<file path="config.mk">
export PLATFORM = sky130hd
export DESIGN_NAME = lct_timer
export DESIGN_NICKNAME = d
export VERILOG_FILES = /design/src/rtl/lct_pkg.sv /design/src/rtl/lct_regs.sv /design/src/rtl/lct_prescaler.sv /design/src/rtl/lct_counter.sv /design/src/rtl/lct_timer.sv
export SDC_FILE = /design/constraint.sdc
export NUM_CORES = 1
export LEC_CHECK = 0
export ABC_AREA = 1
export BUFFER_PORTS_ARGS = -buffer_cell sky130_fd_sc_hd__buf_2
export CAP_MARGIN = 0
export CORE_MARGIN = 4
export CORE_UTILIZATION = 25
export DETAILED_ROUTE_END_ITERATION = 10
export GPL_ROUTABILITY_DRIVEN = 1
export SETUP_SLACK_MARGIN = 0.5
export SYNTH_ARGS = -nofsm -noshare
export SYNTH_HDL_FRONTEND = slang
export SYNTH_SLANG_ARGS = --single-unit
</file>
<file path="constraint.sdc">
create_clock -name clk -period 3.8 [get_ports clk]
set_input_delay 0.76 -clock clk [delete_from_list [all_inputs] [get_ports clk]]
set_output_delay 0.76 -clock clk [all_outputs]
set_load 0.02 [all_outputs]
</file>
<file path="src/rtl/lct_pkg.sv">
package lct_pkg;
  localparam int SHIFT_W  = 3;
  localparam int PRE_W    = (1 << SHIFT_W) - 1;
  localparam int DATA_W   = 32;
  localparam int VEC_W    = 8;
  localparam int MASK_POS = 16;
  localparam int PER_POS  = 17;
  localparam logic [3:0] DIV_KEEP = 4'hB;

  typedef enum logic [1:0] {
    SEL_INIT = 2'd0,
    SEL_CURR = 2'd1,
    SEL_DIV  = 2'd2,
    SEL_VEC  = 2'd3
  } reg_sel_e;

  typedef struct packed {
    logic             periodic;
    logic             masked;
    logic [VEC_W-1:0] vector;
  } vec_entry_t;

  // Gather the scattered divider code: reg bit 3 is code bit 2.
  function automatic logic [SHIFT_W-1:0] div_code(input logic [3:0] r);
    return {r[3], r[1:0]};
  endfunction

  // Shift grows with the code and wraps, so the top code means divide by one.
  function automatic logic [SHIFT_W-1:0] div_shift(input logic [SHIFT_W-1:0] c);
    return c + SHIFT_W'(1);
  endfunction
endpackage

</file>
<file path="src/rtl/lct_regs.sv">
module lct_regs
  import lct_pkg::*;
#(
  parameter int CNT_W = 32
) (
  input  logic              clk,
  input  logic              rst_n,
  input  logic              wr,
  input  logic [1:0]        addr,
  input  logic [DATA_W-1:0] wdata,
  input  logic [CNT_W-1:0]  cur_count,
  output logic [DATA_W-1:0] rdata,
  output logic [CNT_W-1:0]  init_cnt,
  output vec_entry_t        entry,
  output logic              load_stb,
  output logic [CNT_W-1:0]  load_val,
  output logic [SHIFT_W-1:0] shift
);
  logic [3:0] div_reg;
  reg_sel_e   sel;

  assign sel      = reg_sel_e'(addr);
  assign load_stb = wr && (sel == SEL_INIT);
  assign load_val = wdata[CNT_W-1:0];
  assign shift    = div_shift(div_code(div_reg));

  always_ff @(posedge clk or negedge rst_n) begin
    if (!rst_n) begin
      init_cnt       <= '0;
      div_reg        <= '0;
      entry.vector   <= '0;
      entry.masked   <= 1'b1;
      entry.periodic <= 1'b0;
    end else if (wr) begin
      case (sel)
        SEL_INIT: init_cnt <= load_val;
        SEL_DIV:  div_reg  <= wdata[3:0] & DIV_KEEP;
        SEL_VEC: begin
          entry.vector   <= wdata[VEC_W-1:0];
          entry.masked   <= wdata[MASK_POS];
          entry.periodic <= wdata[PER_POS];
        end
        default: ;
      endcase
    end
  end

  always_comb begin
    rdata = '0;
    case (sel)
      SEL_INIT: rdata = DATA_W'(init_cnt);
      SEL_CURR: rdata = DATA_W'(cur_count);
      SEL_DIV:  rdata = DATA_W'(div_reg);
      SEL_VEC: begin
        rdata[VEC_W-1:0] = entry.vector;
        rdata[MASK_POS]  = entry.masked;
        rdata[PER_POS]   = entry.periodic;
      end
      default: rdata = '0;
    endcase
  end
endmodule

</file>
<file path="src/rtl/lct_prescaler.sv">
module lct_prescaler
  import lct_pkg::*;
(
  input  logic               clk,
  input  logic               rst_n,
  input  logic               restart,
  input  logic [SHIFT_W-1:0] shift,
  output logic               tick
);
  logic [PRE_W-1:0] pre_cnt;
  logic [PRE_W-1:0] low_mask;

  // Low-bit mask of width "shift"; a tick fires when those bits are all ones.
  for (genvar i = 0; i < PRE_W; i++) begin : g_mask
    assign low_mask[i] = (i < int'(shift));
  end

  assign tick = &(pre_cnt | ~low_mask);

  always_ff @(posedge clk or negedge rst_n) begin
    if (!rst_n)       pre_cnt <= '0;
    else if (restart) pre_cnt <= '0;
    else              pre_cnt <= pre_cnt + PRE_W'(1);
  end
endmodule

</file>
<file path="src/rtl/lct_counter.sv">
module lct_counter
  import lct_pkg::*;
#(
  parameter int CNT_W = 32
) (
  input  logic             clk,
  input  logic             rst_n,
  input  logic             load,
  input  logic [CNT_W-1:0] load_val,
  input  logic [CNT_W-1:0] init_cnt,
  input  logic             tick,
  input  vec_entry_t       entry,
  output logic [CNT_W-1:0] cur,
  output logic             expire,
  output logic             irq_valid,
  output logic [VEC_W-1:0] irq_vector
);
  logic armed;
  logic step;
  logic at_zero;

  assign step    = tick && !load;
  assign at_zero = (cur == '0);
  assign expire  = step && at_zero && (entry.periodic || armed);

  always_ff @(posedge clk or negedge rst_n) begin
    if (!rst_n) begin
      cur   <= '0;
      armed <= 1'b0;
    end else if (load) begin
      cur   <= load_val;
      armed <= |load_val;
    end else if (step) begin
      if (!at_zero) begin
        cur <= cur - CNT_W'(1);
      end else begin
        if (entry.periodic) cur <= init_cnt;
        armed <= 1'b0;
      end
    end
  end

  always_ff @(posedge clk or negedge rst_n) begin
    if (!rst_n) begin
      irq_valid  <= 1'b0;
      irq_vector <= '0;
    end else begin
      irq_valid <= expire && !entry.masked;
      if (expire && !entry.masked) irq_vector <= entry.vector;
    end
  end
endmodule

</file>
<file path="src/rtl/lct_timer.sv">
module lct_timer
  import lct_pkg::*;
#(
  parameter int CNT_W = 32
) (
  input  logic        clk,
  input  logic        rst_n,
  input  logic        reg_wr,
  input  logic [1:0]  reg_addr,
  input  logic [31:0] reg_wdata,
  output logic [31:0] reg_rdata,
  output logic        irq_valid,
  output logic [7:0]  irq_vector,
  output logic        irq_level
);
  logic [CNT_W-1:0]   init_cnt;
  logic [CNT_W-1:0]   cur;
  logic [CNT_W-1:0]   load_val;
  logic               load;
  logic               tick;
  logic               expire;
  logic [SHIFT_W-1:0] shift;
  vec_entry_t         entry;
  logic               periodic;
  logic               masked;
  logic [VEC_W-1:0]   vector;

  assign periodic  = entry.periodic;
  assign masked    = entry.masked;
  assign vector    = entry.vector;
  assign irq_level = 1'b0;

  lct_regs #(.CNT_W(CNT_W)) u_regs (
    .clk(clk), .rst_n(rst_n), .wr(reg_wr), .addr(reg_addr),
    .wdata(reg_wdata), .cur_count(cur), .rdata(reg_rdata),
    .init_cnt(init_cnt), .entry(entry), .load_stb(load),
    .load_val(load_val), .shift(shift)
  );

  lct_prescaler u_pre (
    .clk(clk), .rst_n(rst_n), .restart(load), .shift(shift), .tick(tick)
  );

  lct_counter #(.CNT_W(CNT_W)) u_cnt (
    .clk(clk), .rst_n(rst_n), .load(load), .load_val(load_val),
    .init_cnt(init_cnt), .tick(tick), .entry(entry), .cur(cur),
    .expire(expire), .irq_valid(irq_valid), .irq_vector(irq_vector)
  );
endmodule

</file>
==> flow_summary_export.csv <==
group,metric,value,unit
worst_hold_path,min_path_type,"primary input to asynchronous set/reset pin",
die,dieHeight,161,µm
logic_synthesis,syn_nets,896,
route,viasPerCell,4.60,
global_routing,antenna_found_initial,0,
setup_path,r2r_cells,9,
timing,rsz0062_at_grt,"no",
power,power.total,4.10,mW
timing,finalHoldViolations,0,
clock_network,worstSkewPairLatency,360,ps
logic_synthesis,synthCells,855,
job,drv_cap,0,
logic_synthesis,synth.avg_cell_area,6.88,µm²
timing,layout_min_cycle_time,2940,ps
clock_network,clock-sinks,94,
final_layout,drive_above_1_share,15.0,%
power,p_leak,3.56,nW
die,die_w,161,µm
die,num_rows,55,
final_layout,fillers,2528,
final_layout,finalNetCount,962,
final_layout,area_growth,15.8,%
status,status,"finished, final reports clean",
power,power.share.clock,22.0,%
timing,tns,0,ps
power,power_density,602,nW/µm²
placement,dp_hpwl,13700,µm
power,p_sw,1.85,mW
timing,drv_slew,0,
setup_path,endpoint_kind,"output port",
power,p_sw_share,45.1,%
clock_network,cts_root_buf,"clkbuf_16",
route,drc,0,
power,pwr-share-comb,40.4,%
logic_synthesis,synth_ff_type,"dfrtp_1",
timing,fmax,340,MHz
clock_network,cts.htree.levels,3,
final_layout,n_antenna_cell,0,
timing,relSlewSlack,43.0,%
global_routing,grt_pass1_wl,30200,µm
power,peakVddDrop,223,µV
route,wl,18500,µm
setup_path,rr_startpoint,"u_cnt.cur[6]",
clock_network,cts_setup_buffers,0,
route,routed-via-count,5704,
timing,tightest_slew,852,ps
clock_network,cts_buffer_depth,2,
logic_synthesis,synth-seq-cells,94,
logic_synthesis,synth-edff-count,0,
clock_network,cts_buffers,9,
global_routing,overflow,0,
logic_synthesis,synth.most_common_cell,"nand2_1",
setup_path,worstPathArrival,2180,ps
timing,skew,11.0,ps
logic_synthesis,netlist_area,5880,µm²
clock_network,cts_resized,0,
global_routing,grt_util_all_layers,14.4,%
route,drt_iter0_markers,435,
route,wire_per_inst,15.0,µm
logic_synthesis,yosysWarningCount,0,
clock_network,cts_tree,"built",
clock_network,holdBufCountCts,0,
global_routing,grt_max_degree,62,
global_routing,grt_pass1_vias,5689,
placement,gp_congestion,0.886,
timing,setup_violations,0,
power,power_frac_seq,37.6,%
clock_network,clk_pin_slew,70,ps
route,firstDrtPassIters,7,
die,coreArea,22900,µm²
setup_path,critPathKind,"primary input to output port",
die,die_area,26000,µm²
placement,portBuffers,77,
setup_path,r2r_end,"u_cnt.cur[27]",
die,start_util,25.7,%
setup_path,critPathRequiredTime,3040,ps
setup_path,startpoint_type,"primary input",
setup_path,reg2reg_slack,1450,ps
logic_synthesis,async_flop_share,100,%
logic_synthesis,yosysSeqAreaShare,40.0,%
logic_synthesis,yosys-top-cells-area,"dfrtp_1 (40%), nand2_1 (18%), nor2_1 (7.6%)",
die,ios,79,
power,p_int,2.25,mW
logic_synthesis,synth_top_area_cell,"dfrtp_1",
setup_path,cp_max_fo,19,
logic_synthesis,yosysTopAreaCellShare,39.6,%
timing,post-route-period-util,77.3,%
route,drt.antenna.violating_nets,0,
final_layout,reg_top3,"u_cnt.cur (32), u_regs.init_cnt (32), u_regs.entry (10)",
logic_synthesis,synth.distinct_cells,39,
logic_synthesis,synthTopCellsByCount,"nand2_1 (282), nor2_1 (119), inv_1 (99)",
==> how the worst max path moves through the flow <==
| stage | start | to | slack [ps] | depth (start not counted) |
|---|---|---|---|---|
| finish | reg_addr[1] | reg_rdata[17] | 860 | 6 |
| global route | reg_addr[0] | reg_rdata[15] | 770 | 6 |
| CTS | reg_addr[1] | reg_rdata[17] | 870 | 6 |
| detailed placement | reg_addr[1] | reg_rdata[17] | 870 | 6 |
| global placement | reg_addr[1] | reg_rdata[17] | 870 | 6 |
| floorplan | reg_addr[1] | reg_rdata[14] | 1130 | 6 |
==> layer usage <==
layer | track usage (%) | wire length (µm) | part of all wire [%] | up-vias
li1 | - | - | - | 2851
met1 | 18.9 | 8380 | 45 | 2717
met2 | 24.7 | 9050 | 49 | 112
met3 | 2.42 | 725 | 3.9 | 24
met4 | 3.96 | 373 | 2.0 | 0
met5 | 0 | 0 | 0 | -
==> through the flow <==
step	hold slack (ps)	setup WS, ps	util (%)	std cells	area (µm²)
2_1_floorplan	428	1130	-	855	5880
3_3_place_gp	458	874	28.4	1223	6520
3_5_place_dp	455	871	28.4	1223	6520
4_1_cts	471	867	29.7	1239	6800
5_1_grt	490	768	29.7	1239	6800
6_report	444	861	29.7	1239	6800
==> layout make-up <==
class                      instances  area (µm²)  share of cell area [%]
timing repair buffer              84         440                    6.47
inverter                         104         390                    5.74
tap                              313         392                    5.76
sequential                        94        2350                    34.6
multi-input combinational        628        2940                    43.2
clock buffer                       9         225                    3.31
clock inverter                     7        63.8                   0.938
==> power by group through the flow <==
stage	registers, mW	logic [mW]	clock network (mW)
2_1_floorplan	1.46	1.26	0
3_3_place_gp	1.55	1.64	0
3_5_place_dp	1.55	1.67	0
4_1_cts	1.53	1.67	0.925
5_1_grt	1.58	1.91	0.963
6_report	1.54	1.65	0.903
==> worst max-delay path, stage by stage <==
cell      delay (ps)
buf_2            150
nor2_4           350
clkinv_1         110
buf_4            240
o221ai_1         330
buf_2            230
==> cell families (layout without fill, tap and decap cells) <==
group / count (synthesis) / after routing / synth area share, %
other: 1 / 1 / 0.0638
multiplexers: 1 / 1 / 0.192
adder cells (fa/ha/maj): 4 / 4 / 0.851
AO/OA/AOI/OAI: 125 / 125 / 12.9
AND/OR/NAND/NOR: 490 / 490 / 35.0
XOR/XNOR: 7 / 7 / 1.04
flip-flops: 94 / 94 / 40.0
buffers and inverters: 133 / 204 / 9.96
==> layout by cell type (no fill, tap or decap), types with 11 or more instances in the layout <==
cell type	n
a21oi_1	39
buf_2	76
dfrtp_1	93
inv_1	99
nand2_1	282
nand3_1	47
nor2_1	119
o21ai_0	34
o21bai_1	11
o22ai_1	18
No activity file was read; power rests on OpenSTA's default activity.
